**config.mk**
```make
export PLATFORM = sky130hd
export DESIGN_NAME = uart_irq_pin
export DESIGN_NICKNAME = d
export VERILOG_FILES = /design/src/rtl/uart_irq_pkg.sv /design/src/rtl/uart_irq_dp.sv /design/src/rtl/uart_irq_ctrl.sv /design/src/rtl/uart_irq_pin.sv
export SDC_FILE = /design/constraint.sdc
export NUM_CORES = 1
export LEC_CHECK = 0
export BUFFER_PORTS_ARGS = -buffer_cell sky130_fd_sc_hd__clkbuf_2
export CAP_MARGIN = 20
export CORE_AREA = 2 2 39 41
export CTS_CLUSTER_DIAMETER = 200
export DETAILED_ROUTE_END_ITERATION = 12
export DIE_AREA = 0 0 41 43
export HOLD_SLACK_MARGIN = 0.05
export PLACE_DENSITY = 0.68
export SYNTH_ARGS = -nofsm -noshare
export SYNTH_HDL_FRONTEND = slang
export SYNTH_SLANG_ARGS = --single-unit
```
**constraint.sdc**
```tcl
create_clock -name clk -period 1.2 [get_ports clk]
set_clock_uncertainty 0.2 [all_clocks]
set_input_delay 0.24 -clock clk [delete_from_list [all_inputs] [get_ports clk]]
set_output_delay 0.24 -clock clk [all_outputs]
set_load 0.02 [all_outputs]
```
**src/rtl/uart_irq_pkg.sv**
```systemverilog
package uart_irq_pkg;

  // Operating mode formed from {fifoEn, rs485En}.
  typedef enum logic [1:0] {
    MODE_HOLD     = 2'b00,
    MODE_HOLD_485 = 2'b01,
    MODE_FIFO     = 2'b10,
    MODE_FIFO_485 = 2'b11
  } txMode_e;

  // Level comparisons made by the datapath, consumed by the control.
  typedef struct packed {
    logic txBelow;     // txLevel < txTrigger
    logic txEmpty;     // txLevel == 0
    logic rxNonEmpty;  // rxLevel != 0
    logic rxAtTrig;    // rxLevel >= rxTrigger
  } cmpFlags_t;

  // Request strobes sent from the control back to the datapath.
  typedef struct packed {
    logic txReq;
    logic rxReq;
  } irqStrobes_t;

endpackage

```
**src/rtl/uart_irq_dp.sv**
```systemverilog
module uart_irq_dp
  import uart_irq_pkg::*;
#(
  parameter int LEVEL_W = 7
) (
  input  logic               clk,
  input  logic               rstN,
  input  logic [LEVEL_W-1:0] txLevel,
  input  logic [LEVEL_W-1:0] txTrigger,
  input  logic [LEVEL_W-1:0] rxLevel,
  input  logic [LEVEL_W-1:0] rxTrigger,
  output cmpFlags_t          flags,
  input  irqStrobes_t        strobes,
  output logic               irqN
);

  // Level comparators
  always_comb begin
    flags.txBelow    = (txLevel < txTrigger);
    flags.txEmpty    = (txLevel == '0);
    flags.rxNonEmpty = (rxLevel != '0);
    flags.rxAtTrig   = (rxLevel >= rxTrigger);
  end

  // Glitch-free output flop, reset to deasserted
  logic anyReq;
  assign anyReq = strobes.txReq | strobes.rxReq;

  always_ff @(posedge clk or negedge rstN) begin
    if (!rstN) irqN <= 1'b1;
    else       irqN <= ~anyReq;
  end

  AST_PIN_ASSERTS: assert property (@(posedge clk) disable iff (!rstN)
    anyReq |=> !irqN);
  AST_PIN_RELEASES: assert property (@(posedge clk) disable iff (!rstN)
    !anyReq |=> irqN);

endmodule

```
**src/rtl/uart_irq_ctrl.sv**
```systemverilog
module uart_irq_ctrl
  import uart_irq_pkg::*;
(
  input  logic        clk,
  input  logic        rstN,
  input  logic        fifoEn,
  input  logic        rs485En,
  input  logic        txIrqEn,
  input  logic        rxIrqEn,
  input  logic        thrFull,
  input  logic        tsrBusy,
  input  cmpFlags_t   flags,
  output irqStrobes_t strobes
);

  txMode_e mode;
  logic    txCond;
  logic    rxCond;

  assign mode = txMode_e'({fifoEn, rs485En});

  // Transmit request per mode
  always_comb begin
    unique case (mode)
      MODE_HOLD:     txCond = ~thrFull;
      MODE_HOLD_485: txCond = ~thrFull & ~tsrBusy;
      MODE_FIFO:     txCond = flags.txBelow | flags.txEmpty;
      MODE_FIFO_485: txCond = flags.txBelow | (flags.txEmpty & ~tsrBusy);
      default:       txCond = 1'b0;
    endcase
  end

  // Receive request: any byte without FIFO, trigger reached with FIFO
  always_comb begin
    if (fifoEn) rxCond = flags.rxNonEmpty & flags.rxAtTrig;
    else        rxCond = flags.rxNonEmpty;
  end

  assign strobes.txReq = txCond & txIrqEn;
  assign strobes.rxReq = rxCond & rxIrqEn;

  AST_THR_FULL_BLOCKS_TX: assert property (@(posedge clk) disable iff (!rstN)
    (!fifoEn && thrFull) |-> !strobes.txReq);
  AST_SHIFT_BUSY_HOLDS_TX: assert property (@(posedge clk) disable iff (!rstN)
    (!fifoEn && rs485En && tsrBusy) |-> !strobes.txReq);
  AST_RX_EMPTY_QUIET: assert property (@(posedge clk) disable iff (!rstN)
    !flags.rxNonEmpty |-> !strobes.rxReq);
  AST_TX_MASKED: assert property (@(posedge clk) disable iff (!rstN)
    !txIrqEn |-> !strobes.txReq);
  AST_RX_MASKED: assert property (@(posedge clk) disable iff (!rstN)
    !rxIrqEn |-> !strobes.rxReq);

endmodule

```
**src/rtl/uart_irq_pin.sv**
```systemverilog
module uart_irq_pin
  import uart_irq_pkg::*;
#(
  parameter int FIFO_DEPTH = 64,
  parameter int LEVEL_W    = $clog2(FIFO_DEPTH + 1)
) (
  input  logic               clk,
  input  logic               rstN,
  input  logic               fifoEn,
  input  logic               rs485En,
  input  logic               txIrqEn,
  input  logic               rxIrqEn,
  input  logic [LEVEL_W-1:0] txLevel,
  input  logic [LEVEL_W-1:0] txTrigger,
  input  logic [LEVEL_W-1:0] rxLevel,
  input  logic [LEVEL_W-1:0] rxTrigger,
  input  logic               thrFull,
  input  logic               tsrBusy,
  output logic               irqN
);

  cmpFlags_t   flags;
  irqStrobes_t strobes;

  uart_irq_dp #(.LEVEL_W(LEVEL_W)) u_dp (
    .clk       (clk),
    .rstN      (rstN),
    .txLevel   (txLevel),
    .txTrigger (txTrigger),
    .rxLevel   (rxLevel),
    .rxTrigger (rxTrigger),
    .flags     (flags),
    .strobes   (strobes),
    .irqN      (irqN)
  );

  uart_irq_ctrl u_ctrl (
    .clk     (clk),
    .rstN    (rstN),
    .fifoEn  (fifoEn),
    .rs485En (rs485En),
    .txIrqEn (txIrqEn),
    .rxIrqEn (rxIrqEn),
    .thrFull (thrFull),
    .tsrBusy (tsrBusy),
    .flags   (flags),
    .strobes (strobes)
  );

endmodule

```
# After elaboration in Yosys (flattened, before gate mapping)
# Index checks and enable logic that the tools add are counted.
[totals]
register_bits = 1
latchBits = 0
ram_bits = 0
rom_bits = 0
in_bits = 36
n_memories = 0
[classes]
addsub = 0
multipliers = 0
div = 0
n_lt_le_gt_ge = 2
n_eq_ne = 3
n_shift = 0
n_mux = 2
bitwise = 11
reduce_logical = 3
[op_table]
columns = ["operator", "n"]
rows = [
  ["$ge 7x7->1", 1],
  ["$logic_not 7->1", 1],
  ["$lt 7x7->1", 1],
  ["$reduce_bool 7->1", 1],
  ["$and 1x1->1", 5],
  ["$eq 2x2->1 const B", 2],
  ["$pmux 1 s4", 1],
  ["$not 1->1", 3],
  ["$or 1x1->1", 3],
  ["$eq 2x1->1 const B", 1],
  ["$logic_not 2->1", 1],
  ["$mux 1", 1],
]

# Longest topological paths before layout
[depth]
depth_word = 7
depth_mapped = 7

# By module
# From an unflattened synthesis, not the netlist that was laid out.
[hier_totals]
cells_unflattened = 57
area_unflattened_um2 = 421.7
[modules_own_cells]
columns = ["mod", "n_inst", "cells_per_inst", "area_each_um2"]
rows = [
  ["uart_irq_dp", 1, 50, 379.1],
  ["uart_irq_ctrl", 1, 7, 42.5],
]

# Worst setup path before layout
# Ideal clock, no wire load.
[synth_timing]
kind = "input-to-reg"
start = "input port rxLevel[0]"
end = "register u_dp.irqN"
setup_time_ns = 0.077
t_arrival_ns = 1.154
required_time_ns = 0.923
path_slack_ns = -0.231
path_stages = 7
cell_sequence = "inv_1 ha_1 nand2b_1 a21o_1 a21oi_2 o21ai_1 a31oi_1"
[synth_via]
elab_chain_cells = 6
word_cells_on_any_way = 7
classes_between = "order compare (1); mux (1); bitwise (4); reduce/logical (1)"
[synth_lines]
columns = ["item", "line_no", "rtl"]
rows = [
  ["start: declaration", "uart_irq_pin.sv:15", "input logic [LEVEL_W-1:0] rxLevel,"],
  ["$ge 7x7->1 or $reduce_bool 7->1 (tied branches)", "uart_irq_dp.sv:22, uart_irq_dp.sv:21", ""],
  ["$and 1x1->1", "uart_irq_ctrl.sv:35", "if (fifoEn) rxCond = flags.rxNonEmpty & flags.rxAtTrig;"],
  ["$mux 1 (*)", "uart_irq_ctrl.sv:35", ""],
  ["$and 1x1->1 (*)", "uart_irq_ctrl.sv:40", "assign strobes.rxReq = rxCond & rxIrqEn;"],
  ["$or 1x1->1 (*)", "uart_irq_dp.sv:27", "assign anyReq = strobes.txReq | strobes.rxReq;"],
  ["$not 1->1 (*)", "uart_irq_dp.sv:31", "else irqN <= ~anyReq;"],
  ["end signal: assignment", "uart_irq_dp.sv:31", ""],
  ["end: declaration", "uart_irq_dp.sv:14", "output logic irqN"],
]
# Every way passes the cells marked *; elsewhere a longest branch is shown, timed or not.

# Worst setup path after layout
[layout_timing]
start = "input port txTrigger[2]"
end = "register u_dp.irqN"
[layout_via]
elab_chain_cells = 6
word_cells_on_any_way = 7
classes_between = "order compare (1); mux (1); bitwise (5)"
[layout_lines]
columns = ["item", "line_no", "rtl"]
rows = [
  ["start: declaration", "uart_irq_pin.sv:14", "input logic [LEVEL_W-1:0] txTrigger,"],
  ["$lt 7x7->1 (*)", "uart_irq_dp.sv:19", "flags.txBelow = (txLevel < txTrigger);"],
  ["$or 1x1->1, on equally long branches", "uart_irq_ctrl.sv:28, uart_irq_ctrl.sv:27", ""],
  ["$pmux 1 s4 (*)", "uart_irq_ctrl.sv:24", "unique case (mode)"],
  ["$and 1x1->1 (*)", "uart_irq_ctrl.sv:39", "assign strobes.txReq = txCond & txIrqEn;"],
  ["$or 1x1->1 (*)", "uart_irq_dp.sv:27", ""],
  ["$not 1->1 (*)", "uart_irq_dp.sv:31", ""],
]
# Marks and branches as above.

==> impl_results.md <==
* Synth cell types at 17
* Pleak at 0.000453 uW
* Die X at 41 um
* Slowest cell on crit path: ha_4
* Yosys Warn Count at 0
* Via count at 546
* Flops & latches, synth at 1
* Final setup margin at -0.258 ns
* Critical Path AT at 1.17 ns
* Max Freq at 686 MHz
* Status: complete, but fails checks
* Post-synthesis net count at 106
* DRT antenna net count at 0
* Crit share post-route at 121%
* Slew HR at 82.4%
* Synth Cell Area at 413 um2
* Row count at 14
* CP Data Required Time at 0.91 ns
* Largest regs: u_dp.irqN (1)
* Post-Place Cell Area at 782 um2
* Register area share after synthesis at 6.36%
* RSZ-0062 raised after global routing: true
* Worst-Margin Slew at 0.262 ns
* Largest net degree at the start of global routing at 5
* Delay-heaviest family, CP: compound AO/OA/AOI/OAI gates
* Max Cap Violations at 0
* CP Cell Sequence: buf_6 > inv_4 > ha_4 > a21o_1 > a31oi_1 > o21ai_1 > a31oi_1 > a31oi_1
* First-pass GRT wire length at 1680 um
* WL final at 1140 um
* ANT cells at 0
* Layout Cell Area excl Fill at 868 um2
* Final hold vios at 0
* Fill count at 128
* Worst path max stage delay at 0.19 ns
* Vias in the first global route at 491
* Max FO, Critical Path at 2
* Clock-pin slew on the worst setup and hold paths at 0 ns
* Final setup viols at 1
* Overall global routing resource usage at 13.1%
* GP Congestion at 0.635
* Initial antenna violation count at 0
* Pwr Total at 320 uW
* GRT overflow at 0
* 1st-pass router iterations at 1
* Worst hold start: rxIrqEn
* Final worst path period need at 1.46 ns
* Crit. Startpoint: txTrigger[2]
* Port Buf Inserts at 36
* Layout Utilization at 62.7%
* Die area at 0.00176 mm2
* Critical path buffers and inverters at 2
* VDD IR max at 194 uV
* Failing checks: negative setup slack
* Final Max Tran Viols at 0
* Die Y at 43 um
* Syn Area/Cell at 7.24 um2
* Via density at 4.55
* Power density cells at 369 mW/mm2
* I/O pins at 37
* Gate Count Post-Synth at 57
* Share of layout cells above drive strength 1 at 63.5%
* Fin Setup TNS at -0.258 ns
* Iteration-0 DRC Markers at 0
* Synthesis-to-layout area growth at 110%
* Largest Register: u_dp.irqN
* CP most frequent cell: a31oi_1
* Routed len/inst at 9.53 um
* Worst Hold Class: input port to register
* Post-DP HPWL at 1050 um
* Initial core utilization at 29.8%
* Max reg flops at 1
* CP startpoint kind: input port
* # DRC at 0
* Setup WS pre-CTS at -0.280 ns
* CP Class: input port to register
* Total core area at 0.00138 mm2
* Nets at 155
* Setup crit end kind: register
-- worst paths after layout --
check,endpoint,slack [ns],cells past startpoint
setup / recovery,u_dp.irqN$_DFF_PN1_,-0.26,8
hold / removal,u_dp.irqN$_DFF_PN1_,0.21,2
max in group asynchronous,u_dp.irqN$_DFF_PN1_,0.25,2
min in group asynchronous,u_dp.irqN$_DFF_PN1_,0.53,2
-- cell usage after synthesis --
cell | instances | area, um2
a21oi_1 | 3 | 15.0
a31oi_1 | 3 | 18.8
dfstp_2 | 1 | 26.3
and3_1 | 1 | 6.26
nor3b_2 | 1 | 12.5
a21oi_2 | 1 | 8.76
o21ai_0 | 1 | 5.00
ha_1 | 13 | 163
nor3_1 | 2 | 10.0
nand2b_1 | 2 | 12.5
inv_1 | 13 | 48.8
nand2_1 | 4 | 15.0
nand4_1 | 3 | 18.8
o21ai_1 | 3 | 15.0
nor4_1 | 2 | 12.5
a21o_1 | 2 | 15.0
nand3_1 | 2 | 10.0
-- cells by family (layout without fill, tap and decap cells) --
family,Yosys count,in the layout,share of synthesized area (%)
flip-flops,1,1,6.36
AND/OR/NAND/NOR,17,17,23.6
AO/OA/AOI/OAI,13,13,18.8
adder cells (fa/ha/maj),13,13,39.4
buffers and inverters,13,60,11.8
-- power by group --
part / total, uW / switching, uW / internal (uW)
Sequential: 41.8 / 0.989 / 40.9
Combinational: 279 / 111 / 167
Clock: 0 / 0 / 0
Total: 320 / 112 / 208
-- routing by layer --
metal  track usage [%]  share of wire, %  wire [um]  up-vias
li1                  -                 -          -      299
met1              13.4                36        411      225
met2              27.2                57        650       22
met3              1.05               7.3         83        0
met4                 0                 0          0        0
met5                 0                 0          0        -
-- area by class of cell --
cell class | instances | area [um2] | area share [%]
inverters | 13 | 61.3 | 7.06
multi-input cells | 43 | 445 | 51.3
flip-flops and latches | 1 | 26.3 | 3.03
well taps | 16 | 20.0 | 2.31
repair buffers | 47 | 315 | 36.3
-- stage by stage --
| stage | instances | hold slack (ns) |
|---|---|---|
| after CTS | 119 | 0.208 |
| after global routing | 120 | 0.224 |
| after floorplan | 57 | -0.108 |
| final | 120 | 0.207 |
| after global placement | 118 | -0.0174 |
| after detailed placement | 118 | -0.0234 |
-- what timing repair did --
action                                  CTS  global route
pin swaps                                 0             8
gates resized for setup                   1            16
buffers inserted                          0             1
endpoints found under the setup margin    1             1
hold endpoints to repair                  1             0
hold buffers                              1             0
-- cells in the final DEF (no fill, tap or decap), types with 3 or more instances in the layout --
cell and n:
a21oi_2 3, a31oi_1 3, buf_4 10, buf_6 5, clkbuf_2 29, ha_1 6
ha_4 7, inv_1 7, inv_4 3, nand2_1 4, nand4_1 3, o21ai_1 3
(Power assumes the default switching activity.)
